## src/rtl/cpu_port_pkg.sv

```systemverilog
package cpu_port_pkg;

    // Bus cycle classification, captured at the rising edge of phase two
    typedef enum logic [2:0] {
        ST_IDLE    = 3'd0,
        ST_MEM     = 3'd1,
        ST_PORT_RD = 3'd2,
        ST_PORT_WR = 3'd3,
        ST_VIDEO   = 3'd4
    } cyc_state_e;

    // Register select encoding: 1 = direction register, 0 = data register
    localparam logic RS_DIR  = 1'b1;
    localparam logic RS_DATA = 1'b0;

endpackage

```

## src/rtl/cpu_port_clkgen.sv

```systemverilog
module cpu_port_clkgen (
    input  logic clk_in,
    input  logic board_rdy,
    input  logic run,
    output logic phi1,
    output logic phi2,
    output logic cpu_rdy
);

    // Phase one is the inverted input clock, phase two inverts phase one
    assign phi1    = ~clk_in;
    assign phi2    = ~phi1;

    // Ready is held off whenever the run control is dropped
    assign cpu_rdy = board_rdy & run;

endmodule

```

## src/rtl/cpu_port_decode.sv

```systemverilog
module cpu_port_decode #(
    parameter int ADDR_W = 24
) (
    input  logic [ADDR_W-1:0] addr,
    input  logic              aec,
    output logic              port_cs,
    output logic              port_rs,
    output logic              mem_buf_en_n
);

    localparam int UPPER_W = ADDR_W - 1;

    logic [UPPER_W-1:0] upper_bits;

    assign upper_bits = addr[ADDR_W-1:1];

    // Full compare: every bit above bit zero must be clear
    assign port_cs = (upper_bits == '0);

    // Register select follows the inverted low address bit
    assign port_rs = ~addr[0];

    // Buffer enable is the NAND of "port not selected" and bus-available
    assign mem_buf_en_n = ~(~port_cs & aec);

endmodule

```

## src/rtl/cpu_port_regs.sv

```systemverilog
module cpu_port_regs #(
    parameter int PORT_W = 8
) (
    input  logic              clk_in,
    input  logic              rst_n,
    input  logic              wr_en,
    input  logic              wr_rs,
    input  logic [PORT_W-1:0] wdata,
    input  logic              rd_rs,
    input  logic [PORT_W-1:0] pin_in,
    output logic [PORT_W-1:0] pin_out,
    output logic [PORT_W-1:0] pin_oe,
    output logic [PORT_W-1:0] rd_value
);

    import cpu_port_pkg::*;

    logic [PORT_W-1:0] dir_q;
    logic [PORT_W-1:0] dat_q;
    logic [PORT_W-1:0] mixed;

    // Registers load at the falling edge of phase two (falling clk_in)
    always_ff @(negedge clk_in or negedge rst_n) begin
        if (!rst_n) begin
            dir_q <= '0;
            dat_q <= '0;
        end else if (wr_en) begin
            if (wr_rs == RS_DIR) begin
                dir_q <= wdata;
            end else begin
                dat_q <= wdata;
            end
        end
    end

    // Per-pin drive and read-back selection
    generate
        for (genvar i = 0; i < PORT_W; i++) begin : g_pin
            assign pin_oe[i]  = dir_q[i];
            assign pin_out[i] = dat_q[i];
            assign mixed[i]   = dir_q[i] ? dat_q[i] : pin_in[i];
        end
    endgenerate

    assign rd_value = (rd_rs == RS_DIR) ? dir_q : mixed;

endmodule

```

## src/rtl/cpu_port_glue.sv

```systemverilog
module cpu_port_glue #(
    parameter int ADDR_W = 24,
    parameter int PORT_W = 8
) (
    input  logic              clk_in,
    input  logic              rst_n,
    input  logic [ADDR_W-1:0] addr,
    input  logic              rw,
    input  logic              aec,
    input  logic [PORT_W-1:0] cpu_wdata,
    input  logic              board_rdy,
    input  logic              run,
    input  logic [PORT_W-1:0] pin_in,
    output logic              phi1,
    output logic              phi2,
    output logic              cpu_rdy,
    output logic              port_cs,
    output logic              port_rs,
    output logic              mem_buf_en_n,
    output logic              port_drive,
    output logic [PORT_W-1:0] cpu_rdata,
    output logic [PORT_W-1:0] pin_out,
    output logic [PORT_W-1:0] pin_oe
);

    import cpu_port_pkg::*;

    cyc_state_e        state;
    cyc_state_e        state_nxt;
    cyc_state_e        cyc_class;
    logic              cyc_rs;
    logic              wr_en;
    logic [PORT_W-1:0] rd_value;

    cpu_port_clkgen u_clkgen (
        .clk_in    (clk_in),
        .board_rdy (board_rdy),
        .run       (run),
        .phi1      (phi1),
        .phi2      (phi2),
        .cpu_rdy   (cpu_rdy)
    );

    cpu_port_decode #(
        .ADDR_W (ADDR_W)
    ) u_decode (
        .addr         (addr),
        .aec          (aec),
        .port_cs      (port_cs),
        .port_rs      (port_rs),
        .mem_buf_en_n (mem_buf_en_n)
    );

    // Classification of the bus as currently presented
    always_comb begin
        if (!aec) begin
            cyc_class = ST_VIDEO;
        end else if (port_cs && !rw) begin
            cyc_class = ST_PORT_WR;
        end else if (port_cs) begin
            cyc_class = ST_PORT_RD;
        end else begin
            cyc_class = ST_MEM;
        end
    end

    // Next-state selection
    always_comb begin
        unique case (state)
            ST_IDLE:    state_nxt = cyc_class;
            ST_MEM:     state_nxt = cyc_class;
            ST_PORT_RD: state_nxt = cyc_class;
            ST_PORT_WR: state_nxt = cyc_class;
            ST_VIDEO:   state_nxt = cyc_class;
            default:    state_nxt = ST_IDLE;
        endcase
    end

    // State register: captured at the rising edge of phase two
    always_ff @(posedge clk_in or negedge rst_n) begin
        if (!rst_n) begin
            state  <= ST_IDLE;
            cyc_rs <= RS_DATA;
        end else begin
            state  <= state_nxt;
            cyc_rs <= port_rs;
        end
    end

    // Outputs decoded from the state
    always_comb begin
        unique case (state)
            ST_IDLE: begin
                port_drive = 1'b0;
                wr_en      = 1'b0;
            end
            ST_MEM: begin
                port_drive = 1'b0;
                wr_en      = 1'b0;
            end
            ST_PORT_RD: begin
                port_drive = 1'b1;
                wr_en      = 1'b0;
            end
            ST_PORT_WR: begin
                port_drive = 1'b0;
                wr_en      = 1'b1;
            end
            ST_VIDEO: begin
                port_drive = 1'b0;
                wr_en      = 1'b0;
            end
            default: begin
                port_drive = 1'b0;
                wr_en      = 1'b0;
            end
        endcase
    end

    cpu_port_regs #(
        .PORT_W (PORT_W)
    ) u_regs (
        .clk_in   (clk_in),
        .rst_n    (rst_n),
        .wr_en    (wr_en),
        .wr_rs    (cyc_rs),
        .wdata    (cpu_wdata),
        .rd_rs    (cyc_rs),
        .pin_in   (pin_in),
        .pin_out  (pin_out),
        .pin_oe   (pin_oe),
        .rd_value (rd_value)
    );

    assign cpu_rdata = port_drive ? rd_value : '0;

endmodule

```

## config.mk

```make
export PLATFORM = sky130hd
export DESIGN_NAME = cpu_port_glue
export DESIGN_NICKNAME = d
export VERILOG_FILES = /design/src/rtl/cpu_port_pkg.sv /design/src/rtl/cpu_port_clkgen.sv /design/src/rtl/cpu_port_decode.sv /design/src/rtl/cpu_port_regs.sv /design/src/rtl/cpu_port_glue.sv
export SDC_FILE = /design/constraint.sdc
export NUM_CORES = 1
export LEC_CHECK = 0
export BUFFER_PORTS_ARGS = -buffer_cell sky130_fd_sc_hd__buf_2
export CORE_MARGIN = 2
export CORE_UTILIZATION = 42
export DETAILED_ROUTE_END_ITERATION = 16
export PLACE_DENSITY = 0.84
export SYNTH_ARGS = -nofsm -noshare
export SYNTH_HDL_FRONTEND = slang
export SYNTH_SLANG_ARGS = --single-unit
```

## constraint.sdc

```tcl
create_clock -name clk_in -period 2 [get_ports clk_in]
set_input_delay 0.4 -clock clk_in [delete_from_list [all_inputs] [get_ports clk_in]]
set_output_delay 0.4 -clock clk_in [all_outputs]
set_load 0.005 [all_outputs]
```

==> run summary <==
die footprint - 2770 sq um
Worst Hold Class - in2reg
global route overflow - 0
DR DRC count - 0
largest net degree at the start of global routing - 21
final setup vio count - 41
post-DR wirelength/cell - 19.9 microns
crit path cell chain - buf_6 -> o21ai_0 -> a21oi_2 -> buf_2
CP Class - reg2out
clk slew on worst S/H paths - 0.12 ns
Net count, final - 251
min-delay src - addr[0]
Fin. Hold Viols - 0
P_leak - 1.04 nW
DPL Wire Length - 2310 microns
#FFs+latches synth - 20
Synth Warn # - 0
Mapped Area - 995 sq um
clk_lat worst skew - 0.44 ns
reg-to-reg startpoint - cyc_rs
Antenna Nets Post-Route - 0
critical path startpoint category - flip-flop
Clock power frac - 0.371
sw frac - 0.275
CP Capture Type - output pin
maxcap violations - 0
starting density of the core - 0.445
Slew Limit Fails - 0
slew margin rel. - 0.668
final antenna diode count - 0
sequential element share of the synthesized area - 0.503
IO Port Bufs - 76
sequential share of power - 0.450
Setup Skew - 0.0108 ns
number of global-route vias before repair - 1231
Pwr Total - 956 uW
Avg Cell Area, Syn - 11.3 sq um
slowest cell delay on critical path - 0.45 ns
Worst Hold End - cyc_rs
Tot GR Track Use - 0.276
utilization after layout - 0.881
TritonCTS clock tree - yes
Int Pwr - 693 uW
dpl ws - -0.446 ns
width of the die - 52.7 microns
# rows - 17
Crit Reg-Reg Endpoint - u_regs.pin_out[4]
hold depth - 2
Sw Pwr - 263 uW
Top FF cell, synth - dfrtn_1
Pwr Density - 486 nW/um^2
Synth async-reset ratio - 1.00
violated checks - setup timing
first-pass GRT wire length - 5360 microns
status - finished, violations left
core area - 2230 sq um
Routability Congestion - 0.772
Routed WL - 4620 microns
RSZ-0062 raised after global routing - yes
drt pass-1 iters - 4
Synth cell types - 21
Reg2Reg Setup Slack - -0.49 ns
I/O Pins - 77
Logic pwr share - 0.179
Critical Path AT - 2.55 ns
R2R depth - 3
initial antenna violation count - 0
Critical-path top delay cell - dfrtn_1
Post-synth EDFFs - 0
maximum vdd drop - 0.462 mV
layout cells sized above 1 - 0.745
initial DRC count - 38
Vias/cell - 5.78
design area - 1970 sq um
chip height - 52.7 microns
Crit Path Max Fanout - 3
Mapped Nets - 134
area delta synth->final - 97.7%
post-synthesis cell count - 88
Worst Tran Pin Value - 0.492 ns
setup ws final - -0.952 ns
placed cell area - 1560 sq um
worst path required time - 1.60 ns
vias post-DR - 1342
[layer usage]
metal	GRT usage	vias up	part of all wire
met1	0.267	643	0.34
met5	0	-	0
met2	0.529	111	0.52
met3	0.0771	29	0.091
li1	-	559	-
met4	0.124	0	0.050
[metrics by stage]
stage                     hold slack (ns)  setup TNS, ns  instances
after floorplan                     0.104          -6.34         88
after global placement              0.360          -8.47        207
after detailed placement            0.368          -9.01        207
after CTS                           0.113         -19.58        221
after global routing                0.104         -21.92        232
final                              0.0980         -20.88        232
[power by group through the flow]
stage	Clock, mW	Sequential [mW]	Combinational, mW
2_1_floorplan	0.0439	0.437	0.0323
3_3_place_gp	0.0496	0.433	0.113
3_5_place_dp	0.0496	0.434	0.118
4_1_cts	0.352	0.427	0.142
5_1_grt	0.386	0.431	0.183
6_report	0.354	0.430	0.171
[worst max-delay path: cells and delay by family, from the launching register on]
kind | cells | cell delay (ns)
compound gates | 2 | 0.40
buf+inv | 2 | 0.25
flops | 1 | 0.45
[kinds of logic (layout without fill, tap and decap cells)]
logic type / after synthesis / after routing / synth area share
AOI/OAI and AO/OA: 19 / 19 / 0.102
buffers and inverters: 8 / 123 / 0.0390
and+or+nand+nor: 25 / 26 / 0.175
DFF: 20 / 20 / 0.503
muxes: 16 / 16 / 0.181
[cells in the mapped netlist (all sizes together) (2+ instances only)]
library cell   n  area, sq um
mux2          16          180
buf            2         15.0
or3b           8         70.1
dfrtn         16          400
nand2          3         11.3
nor3           2         10.0
inv            4         15.0
nor2           2         7.51
a21oi          8         40.0
nor4           5         31.3
dfrtp          4          100
o21ai         10         50.1
clkbuf         2         8.75
[repair_timing]
action / 4_1_cts / 5_1_grt
resized for setup: 27 / 27
endpoints found under the setup margin: 41 / 41
pin swaps: 7 / 5
hold buffers: 1 / 0
setup buffers: 7 / 14
gates cloned: 1 / 0
endpoints found under the hold margin: 4 / 0
[placed cells by master (no fill, tap or decap)]
cell type	synthesis	routed
buf_2	0	62
buf_6	0	31
buf_4	2	17
dfrtn_1	16	16
o21ai_0	10	9
or3b_4	0	8
mux2_2	16	8
mux2_4	0	8
a21oi_2	0	7
clkbuf_4	0	6
nor4_1	5	5
dfrtp_1	4	4
nand2_1	3	3
inv_1	4	3
nor3_1	2	2
nor2_1	2	2
nand4_1	1	1
o311a_2	1	1
inv_2	0	1
o21ai_1	0	1
a21oi_1	8	1
or3b_1	2	1
and2_1	1	1
nor2b_1	1	1
nand4b_4	0	1
nor4bb_2	0	1
clkbuf_1	1	1
dlygate4sd3_1	0	1
buf_8	0	1
[final cells by class]
class                   instances  area [sq um]
clock buffers                   9          58.8
multi-input cells              61           556
well taps                      28          35.0
flip-flops and latches         20           500
inverters                       3          11.3
repair buffers                110           802
clock inverters                 1          3.75
fillers                       111           267
[registers in the layout, summed over array words and instances, names as in the netlist]
register	cells
u_regs.pin_out	8
state	3
cyc_rs	1
u_regs.pin_oe	8
[worst max-delay path by stage]
stage	start	to	slack (ns)	cells past startpoint
floorplan	cyc_rs	u_regs.pin_out[0]	-0.35	3
global placement	u_regs.pin_oe[1]	cpu_rdata[1]	-0.42	3
detailed placement	u_regs.pin_oe[1]	cpu_rdata[1]	-0.45	3
CTS	u_regs.pin_oe[7]	cpu_rdata[7]	-0.82	3
global route	u_regs.pin_oe[3]	cpu_rdata[3]	-0.97	4
finish	u_regs.pin_oe[3]	cpu_rdata[3]	-0.95	4
(Power assumes the default switching activity.)
